### src/rtl/pvc_pkg.sv
// Package: shared types and constants for the padded vertex count calculator.
// Assumes the odd factor set is {1,3,5,7,9}, encoded as m with factor 2m+1.
package pvc_pkg;
    localparam int ODD_CODE_W  = 3;
    localparam int SMALL_LIMIT = 20;

    typedef logic [ODD_CODE_W-1:0] odd_code_t;

    // Odd factor (2m+1) for a code m, as a 4-bit value
    function automatic logic [3:0] odd_factor(input odd_code_t m);
        return {m, 1'b1};
    endfunction
endpackage

### src/rtl/pvc_msb_find.sv
// Module: leading-one finder. Gives the bit position of the highest set bit.
// Assumes a zero input is handled by the caller; pos is then 0.
module pvc_msb_find #(
    parameter int CNT_W = 32,
    localparam int POS_W = $clog2(CNT_W)
) (
    input  logic [CNT_W-1:0] vec,
    output logic [POS_W-1:0] pos
);
    logic [CNT_W-1:0] is_top;

    // Mark the single bit that is set with no set bit above it
    generate
        for (genvar i = 0; i < CNT_W; i++) begin : g_top
            if (i == CNT_W - 1) begin : g_last
                assign is_top[i] = vec[i];
            end else begin : g_mid
                assign is_top[i] = vec[i] & ~(|vec[CNT_W-1:i+1]);
            end
        end
    endgenerate

    // Encode the one-hot marker into a binary position
    always_comb begin
        pos = '0;
        for (int i = 0; i < CNT_W; i++) begin
            if (is_top[i]) pos = pos | POS_W'(i);
        end
    end
endmodule

### src/rtl/pvc_small_table.sv
// Module: fixed table for counts below 20, indexed by count bits [4:2].
// Assumes the caller selects this path only when the count is below 20.
module pvc_small_table
    import pvc_pkg::*;
#(
    parameter int SH_W = 6
) (
    input  logic [2:0]      idx,
    output odd_code_t       code,
    output logic [SH_W-1:0] shift
);
    // Map each group of four counts to its padded factor and exponent
    always_comb begin
        case (idx)
            3'd1:    begin code = 3'd0; shift = SH_W'(3); end
            3'd2:    begin code = 3'd1; shift = SH_W'(2); end
            3'd3:    begin code = 3'd0; shift = SH_W'(4); end
            3'd4:    begin code = 3'd2; shift = SH_W'(2); end
            default: begin code = 3'd0; shift = SH_W'(2); end
        endcase
    end
endmodule

### src/rtl/pvc_pattern_map.sv
// Module: general rounding rule. Extracts the leading bit and three lower
// bits as a pattern and maps it to an odd code and shift.
// Assumes the count is at least 20, so the leading bit is at position 4 or above.
module pvc_pattern_map
    import pvc_pkg::*;
#(
    parameter int CNT_W = 32,
    parameter int SH_W  = 6,
    localparam int POS_W = $clog2(CNT_W)
) (
    input  logic [CNT_W-1:0] cnt,
    input  logic [POS_W-1:0] pos,
    output odd_code_t        code,
    output logic [SH_W-1:0]  shift
);
    localparam logic [SH_W-1:0] ONE  = SH_W'(1);
    localparam logic [SH_W-1:0] TWO  = SH_W'(2);
    localparam logic [SH_W-1:0] FOUR = SH_W'(4);

    logic [3:0]      pattern;
    logic [SH_W-1:0] n_low;

    // Gather the leading bit and its three lower neighbours
    always_comb begin
        for (int k = 0; k < 4; k++) begin
            if (pos >= POS_W'(k)) pattern[3-k] = cnt[pos - POS_W'(k)];
            else                  pattern[3-k] = 1'b0;
        end
    end

    // Count of bits below the four-bit pattern
    assign n_low = (pos >= POS_W'(3)) ? (SH_W'(pos) - SH_W'(3)) : '0;

    // Round the pattern up to the next odd-times-power-of-two value
    always_comb begin
        case (pattern)
            4'b1000:          begin code = 3'd4; shift = n_low;        end
            4'b1001:          begin code = 3'd2; shift = n_low + ONE;  end
            4'b1010, 4'b1011: begin code = 3'd1; shift = n_low + TWO;  end
            4'b1100, 4'b1101: begin code = 3'd3; shift = n_low + ONE;  end
            default:          begin code = 3'd0; shift = n_low + FOUR; end
        endcase
    end
endmodule

### src/rtl/pvc_compose.sv
// Module: rebuilds the padded value as (2m+1) shifted left by s.
// Assumes s never exceeds OUT_W-4, so no set bit is lost.
module pvc_compose
    import pvc_pkg::*;
#(
    parameter int OUT_W = 36,
    parameter int SH_W  = 6
) (
    input  odd_code_t        code,
    input  logic [SH_W-1:0]  shift,
    output logic [OUT_W-1:0] padded
);
    // Place the odd factor at the exponent position
    assign padded = OUT_W'(odd_factor(code)) << shift;
endmodule

### src/rtl/padded_vertex_calc.sv
// Module: padded vertex count calculator, top level. Chooses the small table
// or the general rule, composes the padded value and registers it for one cycle.
// Assumes a synchronous active-low reset; one request may arrive every cycle.
module padded_vertex_calc
    import pvc_pkg::*;
#(
    parameter int CNT_W = 32,
    localparam int OUT_W = CNT_W + 4,
    localparam int SH_W  = $clog2(CNT_W + 1),
    localparam int POS_W = $clog2(CNT_W)
) (
    input  logic             clk,
    input  logic             rst_n,
    input  logic             cnt_valid,
    input  logic [CNT_W-1:0] cnt_in,
    output logic             pad_valid,
    output logic [OUT_W-1:0] pad_out,
    output logic [2:0]       pad_odd_code,
    output logic [SH_W-1:0]  pad_shift
);
    localparam logic [CNT_W-1:0] SMALL_MAX = CNT_W'(SMALL_LIMIT);

    logic [POS_W-1:0] msb_pos;
    odd_code_t        small_code, big_code, sel_code;
    logic [SH_W-1:0]  small_shift, big_shift, sel_shift;
    logic [OUT_W-1:0] sel_padded;
    logic             use_small;

    pvc_msb_find #(.CNT_W(CNT_W)) u_msb (
        .vec (cnt_in),
        .pos (msb_pos)
    );

    pvc_small_table #(.SH_W(SH_W)) u_small (
        .idx   (cnt_in[4:2]),
        .code  (small_code),
        .shift (small_shift)
    );

    pvc_pattern_map #(.CNT_W(CNT_W), .SH_W(SH_W)) u_map (
        .cnt   (cnt_in),
        .pos   (msb_pos),
        .code  (big_code),
        .shift (big_shift)
    );

    // Pick the small table below the threshold, the general rule above it
    assign use_small = (cnt_in < SMALL_MAX);
    assign sel_code  = use_small ? small_code  : big_code;
    assign sel_shift = use_small ? small_shift : big_shift;

    pvc_compose #(.OUT_W(OUT_W), .SH_W(SH_W)) u_comp (
        .code   (sel_code),
        .shift  (sel_shift),
        .padded (sel_padded)
    );

    // Result register: load on each valid request, clear on reset
    always_ff @(posedge clk) begin
        if (!rst_n) begin
            pad_valid    <= 1'b0;
            pad_out      <= '0;
            pad_odd_code <= '0;
            pad_shift    <= '0;
        end else begin
            pad_valid <= cnt_valid;
            if (cnt_valid) begin
                pad_out      <= sel_padded;
                pad_odd_code <= sel_code;
                pad_shift    <= sel_shift;
            end
        end
    end
endmodule

### config.mk
export PLATFORM = sky130hd
export DESIGN_NAME = padded_vertex_calc
export DESIGN_NICKNAME = d
export VERILOG_FILES = /design/src/rtl/pvc_pkg.sv /design/src/rtl/pvc_msb_find.sv /design/src/rtl/pvc_small_table.sv /design/src/rtl/pvc_pattern_map.sv /design/src/rtl/pvc_compose.sv /design/src/rtl/padded_vertex_calc.sv
export SDC_FILE = /design/constraint.sdc
export NUM_CORES = 1
export LEC_CHECK = 0
export BUFFER_PORTS_ARGS = -buffer_cell sky130_fd_sc_hd__buf_2
export CORE_AREA = 4 4 101 103
export DETAILED_ROUTE_END_ITERATION = 10
export DIE_AREA = 0 0 105 107
export PLACE_DENSITY = 0.77
export SLEW_MARGIN = 20
export SYNTH_ARGS = -nofsm -noshare
export SYNTH_HDL_FRONTEND = slang
export SYNTH_HIERARCHICAL = 1
export SYNTH_SLANG_ARGS = --single-unit
### constraint.sdc
create_clock -name clk -period 12.2 [get_ports clk]
set_input_delay 0 -clock clk [delete_from_list [all_inputs] [get_ports clk]]
set_output_delay 0 -clock clk [all_outputs]
set_load 0.02 [all_outputs]
==> metrics list <==
* Worst path arrival time: ~6.7 ns
- Number of antenna violations at the first check in global routing: 0
- Register bit total from synthesis: 46
- Core Util, Final: 59.2%
* Per-cell routed wire length: 18.9 µm
* Worst slew margin relative to its limit: 44.2%
* Die X-Extent: 105 µm
- Entering global routing, the biggest net connects 56 pins.
- Critical Setup Path Class: primary input to register
- Post-DR vias/cell: 6.61
- After floorplanning, the core was divided into 35 placement rows.
* Number of buffers created by CTS: 5
- The run finished with clean final reports.
- DRT Wirelength: 13800 µm
- Setup repair after global routing left no endpoint under its margin.
* Number of hold-slack violations in the final timing report: 0
- Total of warnings raised by yosys: 6
- Cells with a size suffix above 1 make up 26.0% of the layout.
- Across the VDD grid, the largest voltage drop is between 40 and 50 µV.
- Biggest area contributors in the synthesized netlist: dfxtp_1 (18%), mux2i_1 (12%), mux4_2 (7.2%)
- During I/O placement, the number of pins put on the boundary was 81.
- The initial utilization of the core area, before any placement, comes to 54.6%.
* Maximum fanout along the worst path: 32
- The die covers 0.0112 mm².
* Final-report max-slew violation count: 0
- In this run the remaining antenna-violating nets after routing total 0.
- CP required: 12.44 ns
- Walking the worst path, the cells encountered are buf_2 -> nor4_4 -> nand4b_4 -> nor4b_4 -> o21ai_1 -> o2111ai_4 -> buf_4 -> inv_1 -> ha_2 -> mux4_2 -> mux4_2 -> and2_1 -> a211oi_4 -> nor2_1 -> o32ai_1 -> a22oi_1 -> o21ai_1 -> nand2_1 -> or4b_4 -> o22a_1 -> o22ai_1 -> mux2i_1 -> nor2b_1.
- Post-route DRC: 0
* Max stage delay on crit path: 0.77 ns
- Highest clock frequency the design can meet: 154 MHz
* CTS root buf: clkbuf_8
- The number of gates resized after CTS was 0.
- Slowest stage cell, crit path: ha_2
- Post-synth top area cell: dfxtp_1
- Setup violations remaining at the end of the flow were counted as 0.
* Number of global-route vias before repair: around 4500
* DR pass1 iterations: 5
* Clock skew: 0 ns
- After layout, the minimum clock period comes to 6.48 ns.
- Number of flops mapped to enable cells by yosys: 0
- Count of clock tree sinks: 46
* Total Power Consumption: 0.000485 W
* Routability congestion estimate: between 0.9 and 1
* Post-synth design cell area: 0.00502 mm²
* Sum of negative setup slack: 0 ns
- CORE AREA: between 0.009 and 0.01 mm²
* Ratio of final minimum period to clock period: 53.1%
- Area fraction of the dominant cell type after synthesis: a little under a fifth
* H-tree depth: 2
* Worst path bufs/invs: 3
* Clock tree buffer depth: 2
- After the last flow step, the layout net total stands at between 600 and 700.
- Count of distinct cell types in the synthesized netlist: 83
- Violation count after the first detailed-route iteration: 317
- Clk slew on worst S/H paths: 0.08 ns
- STA classifies the critical path startpoint as a primary input.
* Post-CTS Repair Setup Buffers: 0
- Actual transition at the worst max-transition pin: 0.835 ns
* Most used DFF post-synth: dfxtp_1
- Leakage power summed over all cells: 2.16 nW
* Grt total ovfl: 0
- The number of antenna diodes in the final layout is 0.
* Power density over the cells: 89.0 mW/mm²
* Global-route total usage across every layer: 24.0%
- Post-synthesis sequential area ratio: 18.3%
* Synthesized area divided by synthesized cell count: 8.91 µm²
- The routed layout has 4807 vias.
* Synth-to-layout area growth: 8.55%
* CTS tree: yes
- Buffers inserted to repair hold after CTS numbered 0.
- The clock reaches the later pin of the worst-skew pair after 0.29 ns.
- First-pass GRT wire length: 22400 µm
- The worst setup path is captured at a register.
- Sum of net half-perimeters after detailed placement: 10200 µm
- The kind of cell with the highest combined delay along the critical path is simple AND/OR/NAND/NOR gates.
- Port bufs: 80
* Post-Syn Instances: 563
- Kind of path behind the tightest hold check: primary input to register
- The die is 107 µm tall.
- Of all flip-flops after synthesis, the portion carrying an async set or reset was 0%.
* Max-cap violations: 0
report_power, final:
part           leakage [nW]  internal [W]  switching, W
logic                  1.74     0.0000875      0.000141
clock network        0.0472     0.0000456     0.0000510
registers             0.373      0.000157    0.00000345
total                  2.16      0.000290      0.000195
registers in the layout, indices dropped and copies added, names as in the netlist:
name and cells:
pad_valid 1, pad_shift 6, pad_odd_code 3, pad_out 36
tightest hold or removal path, cell delays in order:
cell	delay, ns
buf_2	0.22
nor3b_1	0.09
nand3_2	0.06
a31oi_1	0.07
cells in the final DEF, fill, tap and decap left out, types with 8 or more instances in the layout:
cell      Yosys  routed
a21oi_1      13      13
a31oi_1      17      17
buf_2        15      80
dfxtp_1      46      46
ha_1          9       8
inv_1        12      12
mux2i_1      61      61
mux4_2       16      16
nand2_1      32      32
nand3_1      12      12
nand3_2       9       9
nand3b_1      8       8
nand4_1      10      10
nor2_1       36      36
nor2b_1      53      53
nor3_1       16      16
nor3b_1      12      12
nor4_2        8       8
o21ai_0      16      16
o21ai_1      11      11
through the flow:
stage               instance area, µm²  setup slack, ns  instances  hold WS (ns)
floorplan                         5030             6.74        566         0.203
global route                      5450             5.17        727         0.225
CTS                               5450             5.47        727         0.184
detailed placement                5350             5.18        719         0.416
finish                            5450             5.72        727         0.199
global placement                  5350             5.35        719         0.417
per-layer routing:
layer	part of all wire [%]	up-vias	track usage, %
met5	0	-	0
met1	40	2289	30.8
li1	-	2251	-
met2	51	244	42.5
met3	7.3	23	2.77
met4	1.6	0	6.94
final timing paths:
kind                             start                           end  slack (ns)  depth (start not counted)
max                         cnt_in[30]      pad_out[32]$_SDFFE_PN0P_        5.72                         23
min                          cnt_in[2]  pad_odd_code[0]$_SDFFE_PN0P_        0.20                          4
max reg2reg  pad_shift[5]$_SDFFE_PN0P_     pad_shift[5]$_SDFFE_PN0P_       11.50                          2
min reg2reg   pad_out[24]$_SDFFE_PN0P_      pad_out[24]$_SDFFE_PN0P_        0.51                          2
logic make-up after synthesis:
logic type / Yosys count / share of synthesized area, %
AOI/OAI and AO/OA: 113 / 17.4
muxes: 87 / 23.0
xor gates and xnor gates: 8 / 1.40
adders and majority gates: 9 / 2.24
other: 1 / 0.0747
buffers and inverters: 55 / 6.36
and+or+nand+nor: 244 / 31.2
DFF: 46 / 18.3
synthesized netlist by cell type, drive strengths merged, types with 7 or more instances:
master,n
a21oi,13
a22oi,7
a31oi,18
buf,33
clkbuf,10
dfxtp,46
ha,9
inv,12
mux2i,61
mux4,21
nand2,32
nand3,21
nand3b,8
nand4,10
nor2,37
nor2b,53
nor3,16
nor3b,13
nor4,17
o21ai,27
o22ai,8
layout make-up:
type | count | area [µm²]
Sequential cell | 46 | 921
Clock inverter | 2 | 12.5
Fill cell | 831 | 3750
Tap cell | 111 | 139
Timing Repair Buffer | 85 | 438
Clock buffer | 6 | 82.6
Inverter | 12 | 45.0
Multi-Input combinational cell | 465 | 3810
(Power assumes the default switching activity.)
